<file path="src/rtl/crcreg_pkg.sv">
package crcreg_pkg;

  typedef enum logic [2:0] {
    ST_IDLE,   // waiting for a start
    ST_DEV,    // expecting the device address byte
    ST_REG,    // expecting the register byte (write direction)
    ST_WDATA,  // collecting write data into the staging buffer
    ST_WCRC,   // expecting the checksum byte
    ST_WTAIL,  // filler and any trailing bytes are dropped
    ST_RD,     // serving read data and checksum
    ST_SKIP    // transaction not for this target
  } eng_state_t;

  localparam logic [7:0] CRC_POLY = 8'h07;
  localparam logic [7:0] TX_IDLE  = 8'hFF;

endpackage

</file>
<file path="src/rtl/crcreg_crc8.sv">
// One byte step of an MSB-first CRC-8, unrolled over the eight bits.
module crcreg_crc8 #(
  parameter logic [7:0] POLY = 8'h07
) (
  input  logic [7:0] crc_in,
  input  logic [7:0] data_in,
  output logic [7:0] crc_out
);

  logic [8:0][7:0] step;

  assign step[0] = crc_in ^ data_in;

  for (genvar b = 0; b < 8; b++) begin : g_bit
    assign step[b+1] = step[b][7] ? ({step[b][6:0], 1'b0} ^ POLY)
                                  : {step[b][6:0], 1'b0};
  end

  assign crc_out = step[8];

endmodule

</file>
<file path="src/rtl/crcreg_stage.sv">
// Holding buffer for write data until the checksum has been proven.
module crcreg_stage #(
  parameter int MAXB = 4,
  localparam int IDXW = (MAXB > 1) ? $clog2(MAXB) : 1
) (
  input  logic              clk,
  input  logic              rst_n,
  input  logic              load_en,
  input  logic [IDXW-1:0]   load_idx,
  input  logic [7:0]        load_byte,
  output logic [MAXB*8-1:0] flat
);

  for (genvar s = 0; s < MAXB; s++) begin : g_slot
    logic       hit;
    logic [7:0] slot_q;

    assign hit = load_en && (load_idx == IDXW'(s));

    always_ff @(posedge clk or negedge rst_n) begin
      if (!rst_n) begin
        slot_q <= 8'h00;
      end else if (hit) begin
        slot_q <= load_byte;
      end
    end

    assign flat[s*8 +: 8] = slot_q;
  end

endmodule

</file>
<file path="src/rtl/crcreg_regfile.sv">
// Byte register array with a wrapping burst write port and one read port.
// DEPTH must be a power of two so that offset arithmetic wraps naturally.
module crcreg_regfile #(
  parameter int DEPTH = 64,
  parameter int MAXB  = 4,
  localparam int OFFW = $clog2(DEPTH),
  localparam int CNTW = $clog2(MAXB + 1),
  localparam int IDXW = (MAXB > 1) ? $clog2(MAXB) : 1
) (
  input  logic              clk,
  input  logic              rst_n,
  input  logic              wr_en,
  input  logic [OFFW-1:0]   wr_base,
  input  logic [CNTW-1:0]   wr_cnt,
  input  logic [MAXB*8-1:0] wr_data,
  input  logic [OFFW-1:0]   rd_addr,
  output logic [7:0]        rd_data
);

  logic [DEPTH-1:0][7:0] cells;

  for (genvar i = 0; i < DEPTH; i++) begin : g_cell
    logic [OFFW-1:0] rel;
    logic            hit;
    logic [7:0]      cell_q;

    assign rel = OFFW'(i) - wr_base;
    assign hit = wr_en && (rel < OFFW'(wr_cnt));

    always_ff @(posedge clk or negedge rst_n) begin
      if (!rst_n) begin
        cell_q <= 8'h00;
      end else if (hit) begin
        cell_q <= wr_data[rel[IDXW-1:0]*8 +: 8];
      end
    end

    assign cells[i] = cell_q;
  end

  assign rd_data = cells[rd_addr];

endmodule

</file>
<file path="src/rtl/crcreg_engine.sv">
module crcreg_engine
  import crcreg_pkg::*;
#(
  parameter logic [6:0] DEV_ADDR = 7'h34,
  parameter int         DEPTH    = 64,
  parameter int         MAXB     = 4
) (
  input  logic       clk,
  input  logic       rst_n,
  input  logic       bus_start,
  input  logic       bus_stop,
  input  logic       bus_rd,
  input  logic       rx_valid,
  input  logic [7:0] rx_byte,
  input  logic       tx_req,
  output logic [7:0] tx_byte,
  output logic       crc_error,
  output logic       length_error
);

  localparam int OFFW = $clog2(DEPTH);
  localparam int CNTW = $clog2(MAXB + 1);
  localparam int IDXW = (MAXB > 1) ? $clog2(MAXB) : 1;
  localparam int LENW = 8 - OFFW;

  // reset: asserted asynchronously, released after two clock edges
  logic [1:0] rst_pipe_q;
  logic       rst_sync_n;

  always_ff @(posedge clk or negedge rst_n) begin
    if (!rst_n) rst_pipe_q <= 2'b00;
    else        rst_pipe_q <= {rst_pipe_q[0], 1'b1};
  end
  assign rst_sync_n = rst_pipe_q[1];

  eng_state_t      state_q, state_d;
  logic            dir_q, dir_d;
  logic [7:0]      crc_q, crc_d;
  logic [7:0]      sreg_q, sreg_d;
  logic [CNTW-1:0] cnt_q, cnt_d;
  logic [7:0]      tx_q, tx_d;
  logic            cerr_q, cerr_d;
  logic            lerr_q, lerr_d;

  logic            wr_en;
  logic            stage_en;
  logic [CNTW-1:0] wr_cnt;
  logic [CNTW-1:0] xfer_len;
  logic [OFFW-1:0] cur_off;
  logic [OFFW-1:0] rd_addr;
  logic [7:0]      rd_data;
  logic [MAXB*8-1:0] stage_flat;
  logic [7:0]      crc_rx_seed;
  logic [7:0]      crc_rx, crc_tx, crc_ra, crc_rb;
  logic [CNTW-1:0] cnt_inc;
  logic            mid_write;

  assign cur_off  = sreg_q[OFFW-1:0];
  assign xfer_len = CNTW'(sreg_q[7 -: LENW]) + CNTW'(1);
  assign wr_cnt   = xfer_len;
  assign cnt_inc  = cnt_q + CNTW'(1);
  assign rd_addr  = cur_off + OFFW'(cnt_q) + OFFW'(state_q == ST_RD);

  // a write is "in flight" once a data byte has been taken
  assign mid_write = ((state_q == ST_WDATA) && (cnt_q != '0)) || (state_q == ST_WCRC);

  // checksum datapaths
  assign crc_rx_seed = (state_q == ST_DEV) ? 8'h00 : crc_q;

  crcreg_crc8 #(.POLY(CRC_POLY)) u_crc_rx (
    .crc_in(crc_rx_seed), .data_in(rx_byte), .crc_out(crc_rx));

  crcreg_crc8 #(.POLY(CRC_POLY)) u_crc_tx (
    .crc_in(crc_q), .data_in(tx_q), .crc_out(crc_tx));

  crcreg_crc8 #(.POLY(CRC_POLY)) u_crc_ra (
    .crc_in(8'h00), .data_in({DEV_ADDR, 1'b1}), .crc_out(crc_ra));

  crcreg_crc8 #(.POLY(CRC_POLY)) u_crc_rb (
    .crc_in(crc_ra), .data_in(sreg_q), .crc_out(crc_rb));

  crcreg_stage #(.MAXB(MAXB)) u_stage (
    .clk       (clk),
    .rst_n     (rst_sync_n),
    .load_en   (stage_en),
    .load_idx  (cnt_q[IDXW-1:0]),
    .load_byte (rx_byte),
    .flat      (stage_flat)
  );

  crcreg_regfile #(.DEPTH(DEPTH), .MAXB(MAXB)) u_regs (
    .clk     (clk),
    .rst_n   (rst_sync_n),
    .wr_en   (wr_en),
    .wr_base (cur_off),
    .wr_cnt  (wr_cnt),
    .wr_data (stage_flat),
    .rd_addr (rd_addr),
    .rd_data (rd_data)
  );

  // next-state logic
  always_comb begin
    state_d  = state_q;
    dir_d    = dir_q;
    crc_d    = crc_q;
    sreg_d   = sreg_q;
    cnt_d    = cnt_q;
    tx_d     = tx_q;
    cerr_d   = cerr_q;
    lerr_d   = lerr_q;
    wr_en    = 1'b0;
    stage_en = 1'b0;

    if (bus_start) begin
      if (mid_write) lerr_d = 1'b1;
      state_d = ST_DEV;
      dir_d   = bus_rd;
      cnt_d   = '0;
    end else if (bus_stop) begin
      if (mid_write) lerr_d = 1'b1;
      state_d = ST_IDLE;
    end else begin
      unique case (state_q)
        ST_DEV: begin
          if (rx_valid) begin
            if (rx_byte == {DEV_ADDR, dir_q}) begin
              if (dir_q) begin
                state_d = ST_RD;
                tx_d    = rd_data;
                crc_d   = crc_rb;
                cnt_d   = '0;
              end else begin
                state_d = ST_REG;
                crc_d   = crc_rx;
              end
            end else begin
              state_d = ST_SKIP;
            end
          end
        end
        ST_REG: begin
          if (rx_valid) begin
            sreg_d  = rx_byte;
            crc_d   = crc_rx;
            cnt_d   = '0;
            state_d = ST_WDATA;
          end
        end
        ST_WDATA: begin
          if (rx_valid) begin
            stage_en = 1'b1;
            crc_d    = crc_rx;
            cnt_d    = cnt_inc;
            if (cnt_inc == xfer_len) state_d = ST_WCRC;
          end
        end
        ST_WCRC: begin
          if (rx_valid) begin
            if (rx_byte == crc_q) wr_en  = 1'b1;
            else                  cerr_d = 1'b1;
            state_d = ST_WTAIL;
          end
        end
        ST_RD: begin
          if (tx_req) begin
            if (cnt_q < xfer_len) begin
              crc_d = crc_tx;
              cnt_d = cnt_inc;
              if (cnt_inc < xfer_len) tx_d = rd_data;
              else                    tx_d = crc_tx;
            end else begin
              tx_d = TX_IDLE;
            end
          end
        end
        default: ;  // idle, filler tail and foreign transactions hold
      endcase
    end
  end

  // state registers
  always_ff @(posedge clk or negedge rst_sync_n) begin
    if (!rst_sync_n) begin
      state_q <= ST_IDLE;
      dir_q   <= 1'b0;
      crc_q   <= 8'h00;
      sreg_q  <= 8'h00;
      cnt_q   <= '0;
      tx_q    <= TX_IDLE;
      cerr_q  <= 1'b0;
      lerr_q  <= 1'b0;
    end else begin
      state_q <= state_d;
      dir_q   <= dir_d;
      crc_q   <= crc_d;
      sreg_q  <= sreg_d;
      cnt_q   <= cnt_d;
      tx_q    <= tx_d;
      cerr_q  <= cerr_d;
      lerr_q  <= lerr_d;
    end
  end

  assign tx_byte      = tx_q;
  assign crc_error    = cerr_q;
  assign length_error = lerr_q;

endmodule

</file>
<file path="config.mk">
export PLATFORM = sky130hd
export DESIGN_NAME = crcreg_engine
export DESIGN_NICKNAME = d
export VERILOG_FILES = /design/src/rtl/crcreg_pkg.sv /design/src/rtl/crcreg_crc8.sv /design/src/rtl/crcreg_stage.sv /design/src/rtl/crcreg_regfile.sv /design/src/rtl/crcreg_engine.sv
export SDC_FILE = /design/constraint.sdc
export NUM_CORES = 1
export LEC_CHECK = 0
export BUFFER_PORTS_ARGS = -buffer_cell sky130_fd_sc_hd__buf_2
export CORE_AREA = 4 4 238 240
export CTS_CLUSTER_SIZE = 24
export DETAILED_ROUTE_END_ITERATION = 6
export DIE_AREA = 0 0 242 244
export PLACE_DENSITY = 0.7
export SLEW_MARGIN = 5
export SYNTH_ARGS = -nofsm -noshare
export SYNTH_HDL_FRONTEND = slang
export SYNTH_SLANG_ARGS = --single-unit
</file>
<file path="constraint.sdc">
create_clock -name clk -period 51.3 [get_ports clk]
set_input_delay 5.13 -clock clk [delete_from_list [all_inputs] [get_ports clk]]
set_output_delay 5.13 -clock clk [all_outputs]
set_load 0.005 [all_outputs]
</file>
==> results.cfg <==
[routing]
drt-total-wl_um = 91450
via_count = 19030
ant_nets = 0
drc = 0
wl_per_cell_um = 31.95
drtIter0Drc = 1517
first_pass_iters = 5
via_per_inst = 6.650

[sta]
setup_tns_ns = 0
post-route-period-util_pct = 15.74
max_freq_ghz = 0.1238
final-hold-violation-count = 0
slew_headroom_pct = 12.02
worst_slew_pin_slew_ns = 1.317
drv_slew = 0
rsz0062_at_grt = false
fin_skew_ns = 0.01117
finalCriticalPeriod_ns = 8.077
setup_viol = 0

[yosys]
syn-instance-count = 2130
syn_nets = 2194
ys.flop_type = dfrtp_1
netlist_area_sq_mm = 0.02985
async_reset_ff_share_pct = 100.0
ys_warn_count = 0
synth_edf_count = 0
synth-seq-cells = 579
synthDistinctLibCells = 66
syn_area_per_cell_sq_um = 14.01
yosysSeqAreaShare_pct = 48.57

[worst_setup_path]
slowest_stage = nor2b_1
reg2reg_slack_ns = 45.30
arrival_ns = 8.59
cp_cell_sequence = buf_2 -> nor2_1 -> nand3_1 -> or3_1 -> a211o_1 -> nor3b_1 -> nor2b_1 -> mux2_2
critPathCaptureType = flop
cp.required_ns = 51.81
worst_path_largest_cell_delay_ns = 0.81
worstSetupPathType = in -> reg
cp_num_buf_inv = 1
worstSetupStartpointType = primary input
reg2reg_depth = 11
crit_family = simple AND/OR/NAND/NOR gates
worst_r2r_endpoint = tx_byte[3]
crit_fanout = 18
rr_startpoint = state_q[0]

[floorplanning]
die-area_sq_mm = 0.05905
die_y_um = 244
num_rows = 86
ios = 25
core_area_sq_mm = 0.05466
die_w_um = 242
start_util_pct = 54.61

[clocking]
cts_tree = done
cts_setup_buffers = 0
cts_buffers = 61
cts_root_buf = clkbuf_16
hold_buffers = 0
h-tree-depth = 2
clock_tree.buffer_depth = 3
cts_resized = 0
numClockSinks = 579
clk_pin_slew_worst_paths_ns = 0.06
clock_latency_ns = 0.63

[grt]
grt_start_max_net_pins = 191
overflow = 0
grt_pass1_vias = 19780
antenna_found_initial = 5
grt_first_pass_wirelength_um = 135400
track_usage_pct = 31.16

[placed_design]
dp_hpwl_um = 57710
portBuffers = 24
gp_congestion = 1.005

[hold_path]
hold_path_end = rst_pipe_q[1]
holdCritStartpoint = rst_pipe_q[0]
hp-class = reg -> reg
worstHoldPathCells = 0

[power]
ir_worst_vdd_mv = 0.03125
leakagePower_nw = 14.89
pwr_density_cell_mw_per_mm2 = 34.23

[cells_and_area]
areaGrowthSynthToFinish_pct = 9.272
drive_gt1_share_pct = 42.10
nets = 2171
utilization_pct = 59.67

[run_status]
status = complete, no violations

[job]
maxCapViolations = 0
## layout by cell type (no fill, tap or decap), types with 6 or more instances in the layout
cell type,synthesis,layout
nand3b_1,7,7
xnor2_1,105,104
nor2b_1,19,19
nor3_2,16,16
clkbuf_8,0,13
mux2_1,8,8
mux2i_1,36,36
xor2_1,25,24
dfstp_2,8,8
mux2_2,547,547
ha_1,47,47
o21a_1,6,6
a31oi_1,23,23
buf_4,0,22
a21oi_1,52,52
buf_2,24,24
o22ai_1,12,12
nand2_1,91,91
nor3_1,15,15
a21o_1,10,10
o21ai_0,26,26
clkbuf_1,92,14
clkbuf_16,0,61
mux4_2,167,167
nand2b_1,7,7
inv_1,27,27
dfrtp_1,571,569
clkinv_2,0,12
nand3_1,33,33
nor2_1,52,51
## flip-flops by register name (all words and copies together), names as in the netlist
name                   count
dir_q                      1
crc_error                  1
length_error               1
tx_byte                    8
sreg_q                     8
state_q                    3
cnt_q                      3
u_stage.g_slot.slot_q     32
u_regs.g_cell.cell_q     512
crc_q                      8
rst_pipe_q                 2
## layer usage
metal  vias up  part of all wire [%]  GRT usage [%]
met4         4                   5.3          13.74
met2       717                    46          48.50
met3       174                   7.1          5.976
met5         -                 0.023              0
met1     10300                    42          43.30
li1       7833                     -              -
## metrics by stage
| stage | power, mW | hold slack (ns) | instance area (sq um) | setup slack [ns] | std cells |
|---|---|---|---|---|---|
| after detailed placement | 0.6717 | 0.3403 | 30570 | 42.63 | 2748 |
| after CTS | 1.120 | 0.3529 | 32610 | 43.28 | 2861 |
| after floorplan | 0.6169 | 0.3312 | 29850 | 33.98 | 2130 |
| final | 1.117 | 0.3489 | 32620 | 43.22 | 2862 |
| after global routing | 1.154 | 0.3554 | 32610 | 43.08 | 2861 |
| after global placement | 0.6701 | 0.3396 | 30570 | 42.69 | 2748 |
## synthesized netlist by cell type (3+ instances only)
cell type / number / share of area [%]
clkbuf_1: 92 / 1.2
nand2b_1: 7 / 0.15
nor3_1: 15 / 0.25
ha_1: 47 / 2.0
a221oi_1: 5 / 0.15
nor2_2: 4 / 0.084
nand3b_1: 7 / 0.18
xnor2_1: 105 / 3.1
mux2i_1: 36 / 1.2
a21oi_1: 52 / 0.87
a222oi_1: 4 / 0.13
mux4_2: 167 / 13
o21bai_1: 5 / 0.13
nor2b_1: 19 / 0.40
and3_1: 3 / 0.063
dfrtp_1: 571 / 48
a22oi_1: 3 / 0.075
mux2_1: 8 / 0.30
o21a_1: 6 / 0.15
o22ai_1: 12 / 0.25
a211oi_2: 4 / 0.17
mux2_2: 547 / 21
nor4_1: 3 / 0.063
a211o_1: 3 / 0.088
inv_1: 27 / 0.34
a31oi_1: 23 / 0.48
dfstp_2: 8 / 0.70
or3_1: 4 / 0.084
buf_1: 18 / 0.23
buf_2: 24 / 0.40
nor2_1: 52 / 0.65
o21ai_0: 26 / 0.44
or2_2: 3 / 0.063
xor2_1: 25 / 0.73
nand2_1: 91 / 1.1
nor3_2: 16 / 0.54
nand4_1: 5 / 0.10
a21o_1: 10 / 0.25
nand3_1: 33 / 0.55
## how the worst max path moves through the flow
stage                        from  cells after the start                          end
finish                  bus_start                      8  u_regs.g_cell[42].cell_q[3]
global route            bus_start                      8  u_regs.g_cell[42].cell_q[0]
CTS                     bus_start                      8  u_regs.g_cell[42].cell_q[7]
detailed placement      bus_start                      8  u_regs.g_cell[42].cell_q[3]
global placement        bus_start                      8  u_regs.g_cell[42].cell_q[0]
floorplan           rst_pipe_q[1]                      0                     cnt_q[0]
## logic make-up (layout without fill, tap and decap cells)
family / Yosys count / count (layout) / synth area share [%]
buffers and inverters: 164 / 191 / 2.163
adder cells (fa/ha/maj): 49 / 49 / 2.104
other: 1 / 2 / 0.01256
AO/OA/AOI/OAI: 166 / 166 / 3.597
AND/OR/NAND/NOR: 282 / 282 / 4.913
flip-flops: 579 / 579 / 48.57
multiplexers: 758 / 758 / 34.75
XOR/XNOR: 131 / 131 / 3.890
## area by class of cell
type,count,area (sq um)
fill,4249,22050
clock buffer,88,1758
antenna,1,2.502
inverter,30,112.6
multi-input combinational,1387,14750
timing repair buffer,48,325.3
tap,704,880.8
sequential,579,14500
clock inverter,25,285.3
## where the power goes
group	leakage (nW)	switching (mW)	internal, mW
logic	5.87	0.114	0.0687
clock network	0.999	0.187	0.263
registers	8.02	0.0170	0.467
total	14.9	0.318	0.798
Power figures use the tool's default switching activity.
